===== src/rtl/pirq_router_pkg.sv =====
package pirq_router_pkg;

   localparam int SCI_SEL_W  = 3;
   localparam int LINE_IDX_W = 5;

   typedef struct packed {
      logic                  hit;
      logic [LINE_IDX_W-1:0] line;
   } sci_tgt_t;

   // SCI target decode; line numbers span PIC lines then APIC lines
   function automatic sci_tgt_t sci_decode(input logic [SCI_SEL_W-1:0] sel);
      sci_tgt_t t;
      t = '0;
      case (sel)
         3'b000: t = '{hit: 1'b1, line: 5'd9};
         3'b001: t = '{hit: 1'b1, line: 5'd10};
         3'b010: t = '{hit: 1'b1, line: 5'd11};
         3'b100: t = '{hit: 1'b1, line: 5'd20};
         3'b101: t = '{hit: 1'b1, line: 5'd21};
         default: t = '0;
      endcase
      return t;
   endfunction

endpackage


===== src/rtl/pirq_cfg_regs.sv =====
module pirq_cfg_regs
   import pirq_router_pkg::*;
#(
   parameter int NPIRQ   = 8,
   parameter int ADDR_W  = 4,
   parameter int DATA_W  = 8,
   parameter int FIELD_W = 4,
   parameter int DIS_BIT = 7,
   localparam int IDX_W  = $clog2(NPIRQ)
) (
   input  logic                          clk,
   input  logic                          rst_n,
   input  logic                          wr_en,
   input  logic [ADDR_W-1:0]             wr_addr,
   input  logic [DATA_W-1:0]             wr_data,
   output logic [NPIRQ-1:0][FIELD_W:0]   rt_q,
   output logic [SCI_SEL_W-1:0]          sel_q
);

   localparam logic [ADDR_W-1:0] SEL_ADDR = ADDR_W'(NPIRQ);

   logic hit_route, hit_sel;
   logic unused_wbits;

   assign hit_route    = wr_en && (wr_addr < SEL_ADDR);
   assign hit_sel      = wr_en && (wr_addr == SEL_ADDR);
   assign unused_wbits = ^wr_data[DIS_BIT-1:FIELD_W];

   always_ff @(posedge clk or negedge rst_n) begin
      if (!rst_n) begin
         for (int n = 0; n < NPIRQ; n++) rt_q[n] <= {1'b1, {FIELD_W{1'b0}}};
         sel_q <= '0;
      end else begin
         if (hit_route)
            rt_q[wr_addr[IDX_W-1:0]] <= {wr_data[DIS_BIT], wr_data[FIELD_W-1:0]};
         if (hit_sel)
            sel_q <= wr_data[SCI_SEL_W-1:0];
      end
   end

endmodule


===== src/rtl/pirq_pic_merge.sv =====
module pirq_pic_merge #(
   parameter int NPIRQ     = 8,
   parameter int PIC_LINES = 16,
   parameter int FIELD_W   = 4
) (
   input  logic [NPIRQ-1:0][FIELD_W:0] rt_q,
   input  logic [NPIRQ-1:0]            pirq_q,
   input  logic [PIC_LINES-1:0]        sci_pic,
   output logic [PIC_LINES-1:0]        pic_irq
);

   for (genvar k = 0; k < PIC_LINES; k++) begin : g_line
      logic acc;
      always_comb begin
         acc = sci_pic[k];
         for (int n = 0; n < NPIRQ; n++) begin
            if (!rt_q[n][FIELD_W] && pirq_q[n] &&
                (rt_q[n][FIELD_W-1:0] == FIELD_W'(k)))
               acc = 1'b1;
         end
      end
      assign pic_irq[k] = acc;
   end

endmodule


===== src/rtl/pirq_route_status.sv =====
module pirq_route_status #(
   parameter int NPIRQ     = 8,
   parameter int PIC_LINES = 16,
   parameter int FIELD_W   = 4,
   parameter int GSI_W     = 5
) (
   input  logic [NPIRQ-1:0][FIELD_W:0] rt_q,
   output logic [NPIRQ*GSI_W-1:0]      route_gsi,
   output logic [NPIRQ-1:0]            route_off
);

   for (genvar n = 0; n < NPIRQ; n++) begin : g_lane
      logic oor;
      if ((1 << FIELD_W) > PIC_LINES) begin : g_wide
         assign oor = (int'(rt_q[n][FIELD_W-1:0]) >= PIC_LINES);
      end else begin : g_narrow
         assign oor = 1'b0;
      end

      always_comb begin
         route_off[n] = 1'b0;
         if (rt_q[n][FIELD_W]) begin
            route_gsi[n*GSI_W +: GSI_W] = GSI_W'(PIC_LINES + n);
         end else if (oor) begin
            route_gsi[n*GSI_W +: GSI_W] = '0;
            route_off[n]                = 1'b1;
         end else begin
            route_gsi[n*GSI_W +: GSI_W] = GSI_W'(rt_q[n][FIELD_W-1:0]);
         end
      end
   end

endmodule


===== src/rtl/pirq_router.sv =====
module pirq_router
   import pirq_router_pkg::*;
#(
   parameter int NPIRQ     = 8,
   parameter int PIC_LINES = 16,
   parameter int FIELD_W   = 4,
   parameter int DIS_BIT   = 7,
   parameter int ADDR_W    = 4,
   parameter int DATA_W    = 8,
   localparam int GSI_LINES = PIC_LINES + NPIRQ,
   localparam int GSI_W     = $clog2(GSI_LINES)
) (
   input  logic                     clk,
   input  logic                     rst_n,
   input  logic [NPIRQ-1:0]         pirq_in,
   input  logic                     sci_in,
   input  logic                     cfg_wr_en,
   input  logic [ADDR_W-1:0]        cfg_addr,
   input  logic [DATA_W-1:0]        cfg_wdata,
   output logic [PIC_LINES-1:0]     pic_irq,
   output logic [NPIRQ-1:0]         apic_irq,
   output logic [NPIRQ*GSI_W-1:0]   route_gsi,
   output logic [NPIRQ-1:0]         route_off
);

   if (GSI_LINES <= 21 || PIC_LINES <= 11) begin : g_bad_lines
      $error("SCI targets need PIC lines above 11 and GSI lines above 21");
   end
   if (DIS_BIT <= FIELD_W || DIS_BIT >= DATA_W) begin : g_bad_bits
      $error("disable bit must sit above the field and inside the data word");
   end
   if ((1 << ADDR_W) <= NPIRQ) begin : g_bad_addr
      $error("address width too small for routing plus select registers");
   end
   if (GSI_W > LINE_IDX_W) begin : g_bad_gsi
      $error("line index too narrow");
   end

   logic [NPIRQ-1:0]            pirq_q;
   logic                        sci_q;
   logic [NPIRQ-1:0][FIELD_W:0] rt_q;
   logic [SCI_SEL_W-1:0]        sci_sel_q;
   sci_tgt_t                    sci_tgt;
   logic [GSI_LINES-1:0]        sci_hit;

   always_ff @(posedge clk or negedge rst_n) begin
      if (!rst_n) begin
         pirq_q <= '0;
         sci_q  <= 1'b0;
      end else begin
         pirq_q <= pirq_in;
         sci_q  <= sci_in;
      end
   end

   pirq_cfg_regs #(
      .NPIRQ(NPIRQ), .ADDR_W(ADDR_W), .DATA_W(DATA_W),
      .FIELD_W(FIELD_W), .DIS_BIT(DIS_BIT)
   ) u_regs (
      .clk(clk), .rst_n(rst_n), .wr_en(cfg_wr_en), .wr_addr(cfg_addr),
      .wr_data(cfg_wdata), .rt_q(rt_q), .sel_q(sci_sel_q)
   );

   assign sci_tgt = sci_decode(sci_sel_q);

   always_comb begin
      sci_hit = '0;
      for (int g = 0; g < GSI_LINES; g++)
         if (sci_q && sci_tgt.hit && (int'(sci_tgt.line) == g)) sci_hit[g] = 1'b1;
   end

   pirq_pic_merge #(
      .NPIRQ(NPIRQ), .PIC_LINES(PIC_LINES), .FIELD_W(FIELD_W)
   ) u_pic (
      .rt_q(rt_q), .pirq_q(pirq_q), .sci_pic(sci_hit[PIC_LINES-1:0]),
      .pic_irq(pic_irq)
   );

   assign apic_irq = pirq_q | sci_hit[GSI_LINES-1:PIC_LINES];

   pirq_route_status #(
      .NPIRQ(NPIRQ), .PIC_LINES(PIC_LINES), .FIELD_W(FIELD_W), .GSI_W(GSI_W)
   ) u_stat (
      .rt_q(rt_q), .route_gsi(route_gsi), .route_off(route_off)
   );

endmodule


===== config.mk =====
export PLATFORM = sky130hd
export DESIGN_NAME = pirq_router
export DESIGN_NICKNAME = d
export VERILOG_FILES = /design/src/rtl/pirq_router_pkg.sv /design/src/rtl/pirq_cfg_regs.sv /design/src/rtl/pirq_pic_merge.sv /design/src/rtl/pirq_route_status.sv /design/src/rtl/pirq_router.sv
export SDC_FILE = /design/constraint.sdc
export NUM_CORES = 1
export LEC_CHECK = 0
export BUFFER_PORTS_ARGS = -buffer_cell sky130_fd_sc_hd__buf_2
export CORE_UTILIZATION = 38
export DETAILED_ROUTE_END_ITERATION = 10
export GPL_TIMING_DRIVEN = 0
export PLACE_DENSITY = 0.73
export SLEW_MARGIN = 25
export SYNTH_ARGS = -nofsm -noshare
export SYNTH_HDL_FRONTEND = slang
export SYNTH_SLANG_ARGS = --single-unit

===== constraint.sdc =====
create_clock -name clk -period 1.9 [get_ports clk]
set_input_delay 0.285 -clock clk [delete_from_list [all_inputs] [get_ports clk]]
set_output_delay 0.285 -clock clk [all_outputs]
set_load 0.02 [all_outputs]

# Word-level counts from Yosys, hierarchy flattened
# Cells that the tools add are included.
[word_totals]
reg_bits = 52
out_inout_bits = 72
[op_classes]
n_lt_le_gt_ge = 3
n_eq_ne = 148
reduce_logical = 182
muxes = 164
n_bitwise = 1
[op_table]
columns = ["cell", "n"]
rows = [
  ["4-bit == test, second input constant", 65],
  ["1-bit logical AND", 164],
  ["1-bit two-way mux", 152],
  ["4-bit by 3-bit == test with 1-bit output, second input constant", 32],
  ["5-bit == test, second input constant", 16],
  ["4-bit by 2-bit == test with 1-bit output, second input constant", 16],
  ["5-bit two-way mux", 9],
  ["40-bit bitwise mux", 1],
  ["4-bit by 1-bit == test with 1-bit output, second input constant", 8],
  ["4-bit logical NOT", 8],
  ["6-bit case mux with 5 select lines", 1],
  ["5-bit by 4-bit == test with 1-bit output, second input constant", 4],
  ["5-bit demux with 3-bit select", 1],
  ["5-bit by 3-bit == test with 1-bit output, second input constant", 2],
  ["1-bit logical NOT", 8],
  ["8-bit bitwise OR", 1],
  ["3-bit == test, second input constant", 2],
  ["5-bit by 2-bit == test with 1-bit output, second input constant", 1],
  ["5-bit logical NOT", 1],
  ["3-bit by 4-bit less-than comparator with 1-bit output, second input constant", 1],
  ["4-bit less-than comparator, second input constant", 1],
  ["3-bit by 1-bit == test with 1-bit output, second input constant", 1],
  ["3-bit by 2-bit == test with 1-bit output, second input constant", 1],
  ["3-bit by 1-bit >= comparator with 1-bit output, second input constant", 1],
  ["3-bit logical NOT", 1],
]

# Longest topological paths before layout
# Gate-level depths: netlist of the first run.
[logic_depth]
depth_word = 13
depth_mapped = 6

# Hierarchy
# Synthesis of the first run repeated with hierarchy kept, for this count alone.
[hier_totals]
cells_unflattened = 398
hier_area_um2 = 3818.7
[by_module_without_submodules]
columns = ["module", "n_inst", "cells_each", "area_per_inst_um2"]
rows = [
  ["pirq_cfg_regs", 1, 100, 1729.2],
  ["pirq_pic_merge", 1, 225, 1438.9],
  ["pirq_router", 1, 24, 326.6],
  ["pirq_route_status", 1, 49, 324.1],
]

# Worst setup path after synthesis of the first run
# Ideal clock, no wire load.
[synth_timing]
path_type = "register -> output"
from = "register u_regs.rt_q[34] in the netlist's numbering"
to = "output pic_irq[15]"
t_arrival_ps = 1606
n_path_buf = 2
path_stages_with_launch = 7
required_ps = 1615
path_slack_ps = 9
path_cell_list = "dfstp_2 -> buf_2 -> and4b_1 -> and3_1 -> nor4_1 -> o221ai_1 -> buf_4"
[synth_between]
elab_chain_len = 5
[synth_rtl]
columns = ["element", "line", "rtl"]
rows = [
  ["start: declaration", "pirq_cfg_regs.sv:16", "output logic [NPIRQ-1:0][FIELD_W:0] rt_q,"],
  ["start signal: indexed assignment", "pirq_cfg_regs.sv:35", "rt_q[wr_addr[IDX_W-1:0]] <= {wr_data[DIS_BIT], wr_data[FIELD_W-1:0]};"],
  ["1-bit logical NOT", "pirq_pic_merge.sv:17", "if (!rt_q[n][FIELD_W] && pirq_q[n] &&"],
  ["1-bit logical AND (2 in a row)", "pirq_pic_merge.sv:17", ""],
  ["1-bit two-way mux (2 in a row)", "pirq_pic_merge.sv:17", ""],
  ["end: declaration", "pirq_router.sv:20", "output logic [PIC_LINES-1:0] pic_irq,"],
]
# Every way passes these cells.

# Worst setup path in the final report of the first run
# Ends and elaborated chain as after synthesis.

==> run_summary.xml, run 1 <==
<?xml version="1.0" encoding="UTF-8"?>
<metrics>
  <group name="status">
    <metric name="outcome" unit="">finished with violations</metric>
    <metric name="failed_checks" unit="">negative hold slack, negative setup slack</metric>
  </group>
  <group name="logic_synthesis">
    <metric name="synth_enable_flop_cells" unit="">0</metric>
    <metric name="synthesis.instances" unit="">393</metric>
    <metric name="seq_area_frac_synth" unit="">0.3554</metric>
    <metric name="dominantRegCellSynth" unit="">sky130_fd_sc_hd__dfrtp_1</metric>
    <metric name="synth.lib_cells_used.distinct" unit="">46</metric>
    <metric name="ys_ff_latch" unit="">52</metric>
    <metric name="synthesis.area" unit="µm²">3690</metric>
    <metric name="avgSynthCellArea" unit="µm²">9.389</metric>
    <metric name="synth-warning-count" unit="">0</metric>
    <metric name="ys_async_sr_fraction" unit="">1.000</metric>
  </group>
  <group name="floorplanning">
    <metric name="die_area" unit="µm²">10110</metric>
    <metric name="fp.dieW" unit="µm">100.5</metric>
    <metric name="std_cell_rows" unit="">35</metric>
    <metric name="initial_utilization" unit="">0.3956</metric>
    <metric name="io_pins" unit="">96</metric>
    <metric name="coreArea" unit="µm²">9328</metric>
    <metric name="dieHeight" unit="µm">100.5</metric>
  </group>
  <group name="grt">
    <metric name="antenna_found_initial" unit="">0</metric>
    <metric name="grt_max_degree" unit="">53</metric>
    <metric name="track_usage" unit="">0.2591</metric>
    <metric name="grt_overflow_total" unit="">0</metric>
    <metric name="grt_pass1_vias" unit="">3586</metric>
    <metric name="grt_first_pass_wirelength" unit="µm">19750</metric>
  </group>
  <group name="timing">
    <metric name="setup_viol" unit="">16</metric>
    <metric name="max_freq" unit="MHz">432.6</metric>
    <metric name="finalHoldViolations" unit="">5</metric>
    <metric name="hold-worst-slack" unit="ns">-0.003364</metric>
    <metric name="clock-skew-final" unit="ns">0</metric>
    <metric name="fin_crit" unit="ns">2.312</metric>
    <metric name="worstMarginPinSlew" unit="ns">0.6783</metric>
    <metric name="final-max-slew-violation-count" unit="">0</metric>
    <metric name="fin_worst_setup_slack" unit="ns">-0.4117</metric>
    <metric name="setup_repair_after_global_routing_missed_its_margin" unit="">true</metric>
    <metric name="worst_slew_margin_rel" unit="">0.5478</metric>
    <metric name="finalCritPeriodShare" unit="">1.217</metric>
  </group>
  <group name="route">
    <metric name="drt-pass1-iter-count" unit="">5</metric>
    <metric name="wire_per_inst" unit="µm">20.09</metric>
    <metric name="ant_nets" unit="">0</metric>
    <metric name="route.detailed.drc" unit="">0</metric>
    <metric name="dr_total_vias" unit="">3699</metric>
    <metric name="drtIter0Drc" unit="">328</metric>
    <metric name="wl" unit="µm">13160</metric>
    <metric name="route.detailed.vias_per_inst" unit="">5.647</metric>
  </group>
  <group name="clocking">
    <metric name="h_tree_levels" unit="">2</metric>
    <metric name="clock_tree.root_cell" unit="">sky130_fd_sc_hd__clkbuf_8</metric>
    <metric name="cts-hold-fix-buffers" unit="">0</metric>
    <metric name="clock_tree_from_tritoncts" unit="">yes</metric>
    <metric name="clock_tree.buffer_depth" unit="">2</metric>
    <metric name="clock_sink_count" unit="">52</metric>
    <metric name="tritoncts.num_buffers" unit="">5</metric>
    <metric name="path_clk_slew" unit="ns">0.11</metric>
    <metric name="worst_skew_pair.late_latency" unit="ns">0.32</metric>
  </group>
  <group name="setup_path">
    <metric name="critical_path_peak_fanout" unit="">4</metric>
    <metric name="worst_path_largest_cell_delay" unit="ns">0.57</metric>
    <metric name="cell_chain_critical_path" unit="">buf_6, and4b_2, and3_4, nor4_4, o221ai_2, buf_4</metric>
    <metric name="critical-path-slowest-cell" unit="">sky130_fd_sc_hd__dfstp_2</metric>
    <metric name="timing.setup.critical_path_class" unit="">flip-flop to primary output</metric>
    <metric name="cp-start-kind" unit="">flip-flop</metric>
    <metric name="kind_of_cell_with_the_highest_combined_delay_on_the_critical_path" unit="">simple AND/OR/NAND/NOR gates</metric>
    <metric name="timing.critical_path.buf_inv" unit="">2</metric>
    <metric name="critical_path_required" unit="ns">1.62</metric>
    <metric name="critPathArrivalTime" unit="ns">2.03</metric>
    <metric name="critPathCaptureType" unit="">primary output</metric>
  </group>
  <group name="layout">
    <metric name="layout-drive-gt1-share" unit="">0.6103</metric>
    <metric name="layout.nets" unit="">549</metric>
    <metric name="layout.filler_cells" unit="">847</metric>
    <metric name="antenna_cells" unit="">0</metric>
    <metric name="multi_input_logic_area" unit="µm²">2564</metric>
    <metric name="final-seq-area" unit="µm²">1335</metric>
    <metric name="post-route-cell-area" unit="µm²">5363</metric>
    <metric name="layout-area-overhead-vs-synth" unit="%">45.34</metric>
  </group>
  <group name="placement">
    <metric name="dp_slack" unit="ns">-0.3860</metric>
    <metric name="placed_cell_area" unit="µm²">4300</metric>
    <metric name="gp_routability_congestion" unit="">0.9166</metric>
    <metric name="numPortBuffers" unit="">84</metric>
    <metric name="hpwlAfterDp" unit="µm">9191</metric>
  </group>
  <group name="power_and_ir_drop">
    <metric name="power.total" unit="mW">5.434</metric>
    <metric name="power_per_cell_area" unit="nW/µm²">1013</metric>
    <metric name="ir_drop" unit="mV">0.4541</metric>
    <metric name="power.leakage" unit="nW">2.284</metric>
  </group>
  <group name="hold_path">
    <metric name="worst_hold_path_type" unit="">primary input to asynchronous set/reset pin</metric>
  </group>
  <group name="flow_run">
    <metric name="timing.max_cap.violations" unit="">0</metric>
  </group>
</metrics>
-- per-layer routing --
metal	up-vias	GRT usage	part of all wire
met4	0	0.1159	0.044
met3	45	0.03398	0.049
met5	-	0	0
met1	1790	0.3397	0.44
met2	178	0.4273	0.47
li1	1686	-	-
-- flip-flops by register name, indices dropped and copies added (netlist names) --
signal and cells:
pirq_q 8, sci_q 1, u_regs.rt_q 40, u_regs.sel_q 3
-- final cells by class --
| cell class | count | area share |
|---|---|---|
| multi-input combinational | 286 | 0.4781 |
| sequential | 52 | 0.2490 |
| timing repair buffer | 141 | 0.1778 |
| buffer | 33 | 0.04223 |
| tap | 129 | 0.03010 |
| clock buffer | 6 | 0.01540 |
| inverter | 6 | 0.004200 |
| clock inverter | 2 | 0.003266 |
-- worst register-to-register path, cell delays in order (launching register included) --
cell and delay [ns]:
sky130_fd_sc_hd__dfstp_2 0.40, sky130_fd_sc_hd__buf_6 0.12, sky130_fd_sc_hd__buf_4 0.14, sky130_fd_sc_hd__buf_4 0.13
sky130_fd_sc_hd__mux2_1 0.28
-- Yosys cell counts (all sizes together), types with 7 or more instances --
cell type	count	area share
nand4bb	12	0.038
dfrtp	44	0.30
nor2b	14	0.024
clkbuf	15	0.015
o32ai	8	0.019
nand2	22	0.022
dfstp	8	0.057
nor2	27	0.027
buf	41	0.080
nor3	27	0.037
or2	12	0.020
or4b	8	0.022
nand2b	15	0.025
nor4	7	0.012
mux2	41	0.13
o22ai	28	0.047
nand4b	9	0.021
-- cell usage in the layout, fill, tap and decap left out, drive strengths merged, types with 2 or more instances in the layout --
cell and count:
nand4bb 12, o21ai 3, or2 12, and3 3
mux2 41, or3 2, or3b 2, o22a 2
o22ai 28, buf 169, dfrtp 44, nor2b 14
nor2 27, or4b 8, nand4b 9, or4bb 3
nand2b 15, dfstp 8, nor4 7, o32ai 8
and2b 4, nor3 27, nand2 22, a31oi 4
nor3b 5, clkbuf 11, nand3b 4, inv 8
conb 8, nand3 4, nand4 2
-- where the power goes --
group | switching, mW | internal [mW] | leakage (nW) | total (mW)
combinational | 1.56 | 1.43 | 1.63 | 2.99
clock | 0.411 | 0.306 | 0.0522 | 0.717
sequential | 0.358 | 1.37 | 0.597 | 1.73
-- worst paths after layout --
check,slack (ns),startpoint,cells past startpoint,to
worst max-delay path,-0.41,u_regs.rt_q[34],6,pic_irq[15]
worst max register to register,0.77,u_regs.rt_q[34],4,u_regs.rt_q[34]
worst min-delay path,-0.003,rst_n,1,u_regs.rt_q[15]
max in group asynchronous,1.41,rst_n,1,pirq_q[1]
worst min register to register,0.57,u_regs.rt_q[20],1,u_regs.rt_q[20]
min in group clk,0.06,pirq_in[0],1,pirq_q[0]
-- kinds of logic (layout without fill, tap and decap cells) --
group / Yosys count / count (layout) / synth area share
flip-flops: 52 / 52 / 0.3554
other: 1 / 8 / 0.001016
AO/OA/AOI/OAI: 53 / 53 / 0.1014
AND/OR/NAND/NOR: 184 / 184 / 0.3157
buffers and inverters: 62 / 188 / 0.1014
multiplexers: 41 / 41 / 0.1251
-- stage by stage --
stage / setup TNS (ns) / util / instances / hold WS [ns]
3_5_place_dp: -2.345 / 0.4610 / 613 / 0.3699
2_1_floorplan: 0 / - / 400 / -0.01059
6_report: -4.799 / 0.5749 / 655 / -0.003364
4_1_cts: -4.977 / 0.5506 / 653 / 0.02674
3_3_place_gp: -2.524 / 0.4608 / 613 / 0.3932
5_1_grt: -5.707 / 0.5749 / 655 / 0.04682
-- timing repair --
item,4_1_cts,5_1_grt
setup buffers,46,11
gates resized for setup,99,45
endpoints found under the setup margin,16,16
hold endpoints to repair,0,0
pin swaps,27,28
(Power assumes the default switching activity.)
==> run 2: changes to the inputs <==
--- a/config.mk
+++ b/config.mk
@@ -9,6 +9,7 @@
 export CORE_UTILIZATION = 38
 export DETAILED_ROUTE_END_ITERATION = 10
 export GPL_TIMING_DRIVEN = 0
+export HOLD_SLACK_MARGIN = 0.12
 export PLACE_DENSITY = 0.73
 export SLEW_MARGIN = 25
 export SYNTH_ARGS = -nofsm -noshare
==> run_summary.xml, run 2 (synthesized netlist as in run 1, its figures left out) <==
<?xml version="1.0" encoding="UTF-8"?>
<metrics>
  <group name="layout">
    <metric name="final_cell_mix" unit="">sky130_fd_sc_hd__buf_4, sky130_fd_sc_hd__buf_2, sky130_fd_sc_hd__nor2_1, sky130_fd_sc_hd__mux2_2, sky130_fd_sc_hd__dfrtp_1</metric>
    <metric name="regMostFlops" unit="">u_regs.rt_q</metric>
    <metric name="post_layout_nonfiller_instances" unit="">665</metric>
    <metric name="max_reg_flops" unit="">40</metric>
    <metric name="largestRegisters" unit="">u_regs.rt_q x40, pirq_q x8, u_regs.sel_q x3</metric>
    <metric name="layout-drive-gt1-share" unit="">0.5989</metric>
    <metric name="most_common_library_cell_in_the_layout_ignoring_fill_and_taps" unit="">sky130_fd_sc_hd__buf_4</metric>
    <metric name="antenna_cells" unit="">0</metric>
    <metric name="finish.utilization" unit="">0.5856</metric>
    <metric name="layout.nets" unit="">559</metric>
    <metric name="layout-area-overhead-vs-synth" unit="%">48.05</metric>
  </group>
  <group name="grt">
    <metric name="grt_first_pass_wirelength" unit="µm">19900</metric>
    <metric name="grt_max_degree" unit="">53</metric>
    <metric name="track_usage" unit="">0.2608</metric>
    <metric name="grt_overflow_total" unit="">0</metric>
    <metric name="grt_pass1_vias" unit="">3638</metric>
    <metric name="antenna_found_initial" unit="">0</metric>
  </group>
  <group name="timing">
    <metric name="clock-skew-final" unit="ns">0</metric>
    <metric name="final-max-slew-violation-count" unit="">0</metric>
    <metric name="fin_worst_setup_slack" unit="ns">-0.4074</metric>
    <metric name="max_freq" unit="MHz">433.4</metric>
    <metric name="worst_slew_margin_rel" unit="">0.5452</metric>
    <metric name="finalHoldViolations" unit="">0</metric>
    <metric name="worstMarginPinSlew" unit="ns">0.6822</metric>
    <metric name="fin_crit" unit="ns">2.307</metric>
    <metric name="hold-worst-slack" unit="ns">0.3395</metric>
    <metric name="finalCritPeriodShare" unit="">1.214</metric>
    <metric name="setup_viol" unit="">16</metric>
    <metric name="setup_repair_after_global_routing_missed_its_margin" unit="">true</metric>
  </group>
  <group name="floorplanning">
    <metric name="die_area" unit="µm²">10110</metric>
    <metric name="std_cell_rows" unit="">35</metric>
    <metric name="coreArea" unit="µm²">9328</metric>
    <metric name="fp.dieW" unit="µm">100.5</metric>
    <metric name="io_pins" unit="">96</metric>
    <metric name="dieHeight" unit="µm">100.5</metric>
    <metric name="initial_utilization" unit="">0.3956</metric>
  </group>
  <group name="power_and_ir_drop">
    <metric name="power.leakage" unit="nW">2.325</metric>
    <metric name="power_per_cell_area" unit="nW/µm²">997.3</metric>
    <metric name="ir_drop" unit="mV">0.4537</metric>
  </group>
  <group name="flow_run">
    <metric name="timing.max_cap.violations" unit="">0</metric>
  </group>
  <group name="setup_path">
    <metric name="cp-start-kind" unit="">flip-flop</metric>
    <metric name="critPathArrivalTime" unit="ns">2.02</metric>
    <metric name="critical_path_peak_fanout" unit="">4</metric>
    <metric name="reg2regPathDepth" unit="">4</metric>
    <metric name="critPathCaptureType" unit="">primary output</metric>
    <metric name="critical_path_required" unit="ns">1.62</metric>
    <metric name="timing.setup.critical_path_class" unit="">flip-flop to primary output</metric>
  </group>
  <group name="clocking">
    <metric name="clock_tree.buffer_depth" unit="">2</metric>
    <metric name="path_clk_slew" unit="ns">0.11</metric>
    <metric name="clock_tree.root_cell" unit="">sky130_fd_sc_hd__clkbuf_8</metric>
    <metric name="clock_sink_count" unit="">52</metric>
    <metric name="clock_tree_from_tritoncts" unit="">yes</metric>
    <metric name="tritoncts.num_buffers" unit="">5</metric>
    <metric name="worst_skew_pair.late_latency" unit="ns">0.32</metric>
    <metric name="h_tree_levels" unit="">2</metric>
  </group>
  <group name="placement">
    <metric name="gp_routability_congestion" unit="">0.9166</metric>
    <metric name="placed_cells" unit="">613</metric>
    <metric name="hpwlAfterDp" unit="µm">9191</metric>
    <metric name="numPortBuffers" unit="">84</metric>
    <metric name="dp_slack" unit="ns">-0.3860</metric>
  </group>
  <group name="route">
    <metric name="route.detailed.drc" unit="">0</metric>
    <metric name="drt-pass1-iter-count" unit="">5</metric>
    <metric name="wire_per_inst" unit="µm">19.80</metric>
    <metric name="dr_total_vias" unit="">3758</metric>
    <metric name="route.detailed.vias_per_inst" unit="">5.651</metric>
    <metric name="drtIter0Drc" unit="">306</metric>
    <metric name="ant_nets" unit="">0</metric>
    <metric name="wl" unit="µm">13170</metric>
  </group>
  <group name="status">
    <metric name="outcome" unit="">finished with violations</metric>
    <metric name="failed_checks" unit="">negative setup slack</metric>
  </group>
  <group name="hold_path">
    <metric name="min_path_cells" unit="">3</metric>
    <metric name="worst_hold_path_type" unit="">primary input to flip-flop</metric>
  </group>
</metrics>
[run 2: cell types whose count changed in the layout (fill, tap and decap cells not counted), sizes merged]
cell         previous run  this run
dlygate4sd3             0        10
[run 2: per-layer routing]
metal	routed length (µm)	global-route usage	vias to the layer above
met5	0	0	-
met4	528	0.1159	0
met3	767	0.03398	39
met2	6215	0.4320	196
met1	5656	0.3406	1814
li1	-	-	1709
[run 2: area by class of cell]
class | count | area (µm²)
tap | 129 | 161.4
clock inverter | 2 | 17.52
fill | 828 | 3865
buffer | 33 | 226.5
clock buffer | 6 | 82.58
multi-input combinational | 286 | 2564
sequential | 52 | 1335
inverter | 6 | 22.52
timing repair buffer | 151 | 1054
[run 2: repair_timing]
item | 4_1_cts | 5_1_grt
setup endpoints to repair | 16 | 16
endpoints found under the hold margin | 53 | 0
hold buffers | 10 | 0
pin swaps | 27 | 28
buffers inserted | 46 | 11
gates resized for setup | 99 | 45
[run 2: worst paths after layout]
path	endpoint	from	slack (ns)
max in group asynchronous	pirq_q[6]	rst_n	0.85
hold reg to reg	u_regs.rt_q[20]	u_regs.rt_q[20]	0.56
hold / removal	u_regs.rt_q[32]	cfg_wdata[2]	0.34
setup reg to reg	u_regs.rt_q[34]	u_regs.rt_q[34]	0.78
min in group asynchronous	u_regs.rt_q[15]	rst_n	0.54
setup / recovery	pic_irq[15]	u_regs.rt_q[34]	-0.41
[run 2: report_power, final]
part | total, mW | switching [mW] | leakage [nW] | internal, mW
Clock | 0.717 | 0.410 | 0.0522 | 0.306
Sequential | 1.73 | 0.359 | 0.597 | 1.37
Combinational | 3.00 | 1.56 | 1.68 | 1.44
Total | 5.45 | 2.33 | 2.33 | 3.12
[run 2: critical path: stages (launching register included)]
cell and delay [ns]:
sky130_fd_sc_hd__dfstp_2 0.57, sky130_fd_sc_hd__buf_6 0.10, sky130_fd_sc_hd__and4b_2 0.24, sky130_fd_sc_hd__and3_4 0.17, sky130_fd_sc_hd__nor4_4 0.30, sky130_fd_sc_hd__o221ai_2 0.14, sky130_fd_sc_hd__buf_4 0.18
[run 2: per-stage QoR]
step | power, mW | TNS [ns] | cell area, µm²
6_report | 5.448 | -4.772 | 5463
3_3_place_gp | 3.928 | -2.524 | 4298
3_5_place_dp | 3.969 | -2.345 | 4300
5_1_grt | 5.711 | -5.660 | 5463
4_1_cts | 5.262 | -4.977 | 5236
2_1_floorplan | 3.232 | 0 | 3716
==> run 3: changes to the inputs <==
--- a/config.mk
+++ b/config.mk
@@ -6,10 +6,10 @@
 export NUM_CORES = 1
 export LEC_CHECK = 0
 export BUFFER_PORTS_ARGS = -buffer_cell sky130_fd_sc_hd__buf_2
+export CORE_MARGIN = 2
 export CORE_UTILIZATION = 38
 export DETAILED_ROUTE_END_ITERATION = 10
 export GPL_TIMING_DRIVEN = 0
-export HOLD_SLACK_MARGIN = 0.12
 export PLACE_DENSITY = 0.73
 export SLEW_MARGIN = 25
 export SYNTH_ARGS = -nofsm -noshare
==> run_summary.xml, run 3 (synthesized netlist as in run 1, its figures left out) <==
<?xml version="1.0" encoding="UTF-8"?>
<metrics>
  <group name="status">
    <metric name="outcome" unit="">finished with violations</metric>
    <metric name="failed_checks" unit="">negative hold slack, negative setup slack</metric>
  </group>
  <group name="setup_path">
    <metric name="cp-start-kind" unit="">flip-flop</metric>
    <metric name="critPathArrivalTime" unit="ns">2.02</metric>
    <metric name="timing.setup.critical_path_class" unit="">flip-flop to primary output</metric>
    <metric name="critPathCaptureType" unit="">primary output</metric>
    <metric name="critical-path-slowest-cell" unit="">sky130_fd_sc_hd__or4bb_4</metric>
    <metric name="cell_chain_critical_path" unit="">or4bb_4, nor3_2, nor4_2, nand2_1, buf_4, buf_2</metric>
    <metric name="worst_path_largest_cell_delay" unit="ns">0.61</metric>
    <metric name="critical_path_required" unit="ns">1.62</metric>
    <metric name="critical_path_peak_fanout" unit="">4</metric>
  </group>
  <group name="floorplanning">
    <metric name="die_area" unit="µm²">10510</metric>
    <metric name="dieHeight" unit="µm">102.5</metric>
    <metric name="initial_utilization" unit="">0.3956</metric>
    <metric name="io_pins" unit="">96</metric>
    <metric name="fp.dieW" unit="µm">102.5</metric>
    <metric name="coreArea" unit="µm²">9328</metric>
    <metric name="std_cell_rows" unit="">35</metric>
  </group>
  <group name="layout">
    <metric name="layout-drive-gt1-share" unit="">0.6004</metric>
    <metric name="layout-area-overhead-vs-synth" unit="%">43.30</metric>
    <metric name="largestRegisters" unit="">u_regs.rt_q x40, pirq_q x8, u_regs.sel_q x3</metric>
    <metric name="final_cell_mix" unit="">sky130_fd_sc_hd__buf_2, sky130_fd_sc_hd__buf_4, sky130_fd_sc_hd__nor2_1, sky130_fd_sc_hd__mux2_2, sky130_fd_sc_hd__dfrtp_1</metric>
    <metric name="post-route-cell-area" unit="µm²">5288</metric>
    <metric name="most_common_library_cell_in_the_layout_ignoring_fill_and_taps" unit="">sky130_fd_sc_hd__buf_2</metric>
    <metric name="max_reg_flops" unit="">40</metric>
    <metric name="antenna_cells" unit="">0</metric>
    <metric name="regMostFlops" unit="">u_regs.rt_q</metric>
    <metric name="layout.nets" unit="">542</metric>
  </group>
  <group name="timing">
    <metric name="fin_crit" unit="ns">2.307</metric>
    <metric name="finalSetupTns" unit="ns">-4.824</metric>
    <metric name="worstMarginPinSlew" unit="ns">0.6724</metric>
    <metric name="final-max-slew-violation-count" unit="">0</metric>
    <metric name="hold-worst-slack" unit="ns">-0.002788</metric>
    <metric name="fin_worst_setup_slack" unit="ns">-0.4071</metric>
    <metric name="worst_slew_margin_rel" unit="">0.5517</metric>
    <metric name="max_freq" unit="MHz">433.4</metric>
    <metric name="setup_viol" unit="">16</metric>
    <metric name="setup_repair_after_global_routing_missed_its_margin" unit="">true</metric>
    <metric name="clock-skew-final" unit="ns">0</metric>
    <metric name="finalHoldViolations" unit="">3</metric>
    <metric name="finalCritPeriodShare" unit="">1.214</metric>
  </group>
  <group name="route">
    <metric name="wl" unit="µm">12940</metric>
    <metric name="drt-pass1-iter-count" unit="">5</metric>
    <metric name="dr_total_vias" unit="">3721</metric>
    <metric name="drtIter0Drc" unit="">442</metric>
    <metric name="wire_per_inst" unit="µm">20.00</metric>
    <metric name="ant_nets" unit="">0</metric>
    <metric name="route.detailed.vias_per_inst" unit="">5.751</metric>
    <metric name="route.detailed.drc" unit="">0</metric>
  </group>
  <group name="clocking">
    <metric name="path_clk_slew" unit="ns">0.09</metric>
    <metric name="tritoncts.num_buffers" unit="">5</metric>
    <metric name="worst_skew_pair.late_latency" unit="ns">0.31</metric>
    <metric name="clock_tree_from_tritoncts" unit="">yes</metric>
    <metric name="clock_tree.root_cell" unit="">sky130_fd_sc_hd__clkbuf_8</metric>
    <metric name="clock_tree.buffer_depth" unit="">2</metric>
    <metric name="clock_sink_count" unit="">52</metric>
    <metric name="h_tree_levels" unit="">2</metric>
  </group>
  <group name="placement">
    <metric name="hpwlAfterDp" unit="µm">8877</metric>
    <metric name="gp_routability_congestion" unit="">0.9658</metric>
    <metric name="placed_cell_area" unit="µm²">4300</metric>
    <metric name="numPortBuffers" unit="">84</metric>
  </group>
  <group name="grt">
    <metric name="track_usage" unit="">0.2357</metric>
    <metric name="grt_first_pass_wirelength" unit="µm">18660</metric>
    <metric name="grt_pass1_vias" unit="">3331</metric>
    <metric name="grt_overflow_total" unit="">0</metric>
    <metric name="grt_max_degree" unit="">53</metric>
    <metric name="antenna_found_initial" unit="">0</metric>
  </group>
  <group name="power_and_ir_drop">
    <metric name="power.leakage" unit="nW">2.253</metric>
    <metric name="ir_drop" unit="mV">0.4529</metric>
    <metric name="power_per_cell_area" unit="nW/µm²">1053</metric>
  </group>
  <group name="hold_path">
    <metric name="worst_hold_path_type" unit="">primary input to asynchronous set/reset pin</metric>
  </group>
  <group name="flow_run">
    <metric name="timing.max_cap.violations" unit="">0</metric>
  </group>
</metrics>
-- run 3: cell types whose count changed in the layout (fill, tap and decap cells not counted), moves of 2 or more --
cell / change
sky130_fd_sc_hd__o32ai_2: -2
sky130_fd_sc_hd__o32ai_1: +2
sky130_fd_sc_hd__o22ai_2: +4
sky130_fd_sc_hd__buf_2: +2
sky130_fd_sc_hd__inv_6: -2
sky130_fd_sc_hd__o22ai_4: -3
sky130_fd_sc_hd__dlygate4sd3_1: -10
sky130_fd_sc_hd__bufinv_16: +2
sky130_fd_sc_hd__buf_4: -8
sky130_fd_sc_hd__buf_6: -2
-- run 3: cell type report --
cell class	count	area (µm²)
tap	129	161.4
clock inverter	2	60.06
multi-input combinational	286	2510
sequential	52	1335
buffer	35	244.0
inverter	6	22.52
fill	850	4040
clock buffer	5	68.82
timing repair buffer	132	885.9
-- run 3: metal layers --
layer,wire (µm),GRT usage,vias to the layer above
met1,5502,0.3247,1807
li1,-,-,1662
met4,483,0.07487,0
met5,0,0,-
met2,6043,0.3896,212
met3,911,0.02576,40
-- run 3: through the flow --
step	setup slack [ns]	utilization	total power [mW]	cells
final	-0.4071	0.5669	5.565	647
after global routing	-0.4316	0.5669	5.824	647
after CTS	-0.4266	0.5237	5.218	628
after detailed placement	-0.3557	0.4610	3.956	613
after global placement	-0.3880	0.4608	3.924	613
after floorplan	0.009075	-	3.232	400
-- run 3: worst max-delay path: cells and delay by family (launching register included) --
| kind | cells | cell delay, ns |
|---|---|---|
| simple gates | 4 | 1.02 |
| flops | 1 | 0.43 |
| buf+inv | 2 | 0.26 |
-- run 3: where the power goes --
part / internal, mW / switching (mW)
Combinational: 1.40 / 1.51
Sequential: 1.37 / 0.378
Clock: 0.519 / 0.386
Total: 3.29 / 2.27
-- run 3: path summary, 6_finish.rpt --
check	from	endpoint	slack, ns	cells past startpoint
setup / recovery	u_regs.rt_q[36]	pic_irq[1]	-0.41	6
hold / removal	rst_n	pirq_q[2]	-0.003	1
setup reg to reg	u_regs.rt_q[32]	u_regs.rt_q[32]	0.81	3
hold reg to reg	u_regs.sel_q[1]	u_regs.sel_q[1]	0.57	1
max in group asynchronous	rst_n	pirq_q[4]	1.41	1
min in group clk	pirq_in[0]	pirq_q[0]	0.07	1
-- run 3: timing repair --
item | CTS | global route
hold buffers | 0 | 0
pin swaps | 22 | 33
setup endpoints to repair | 16 | 16
setup buffers | 24 | 24
gates cloned | 0 | 0
gates resized for setup | 74 | 61
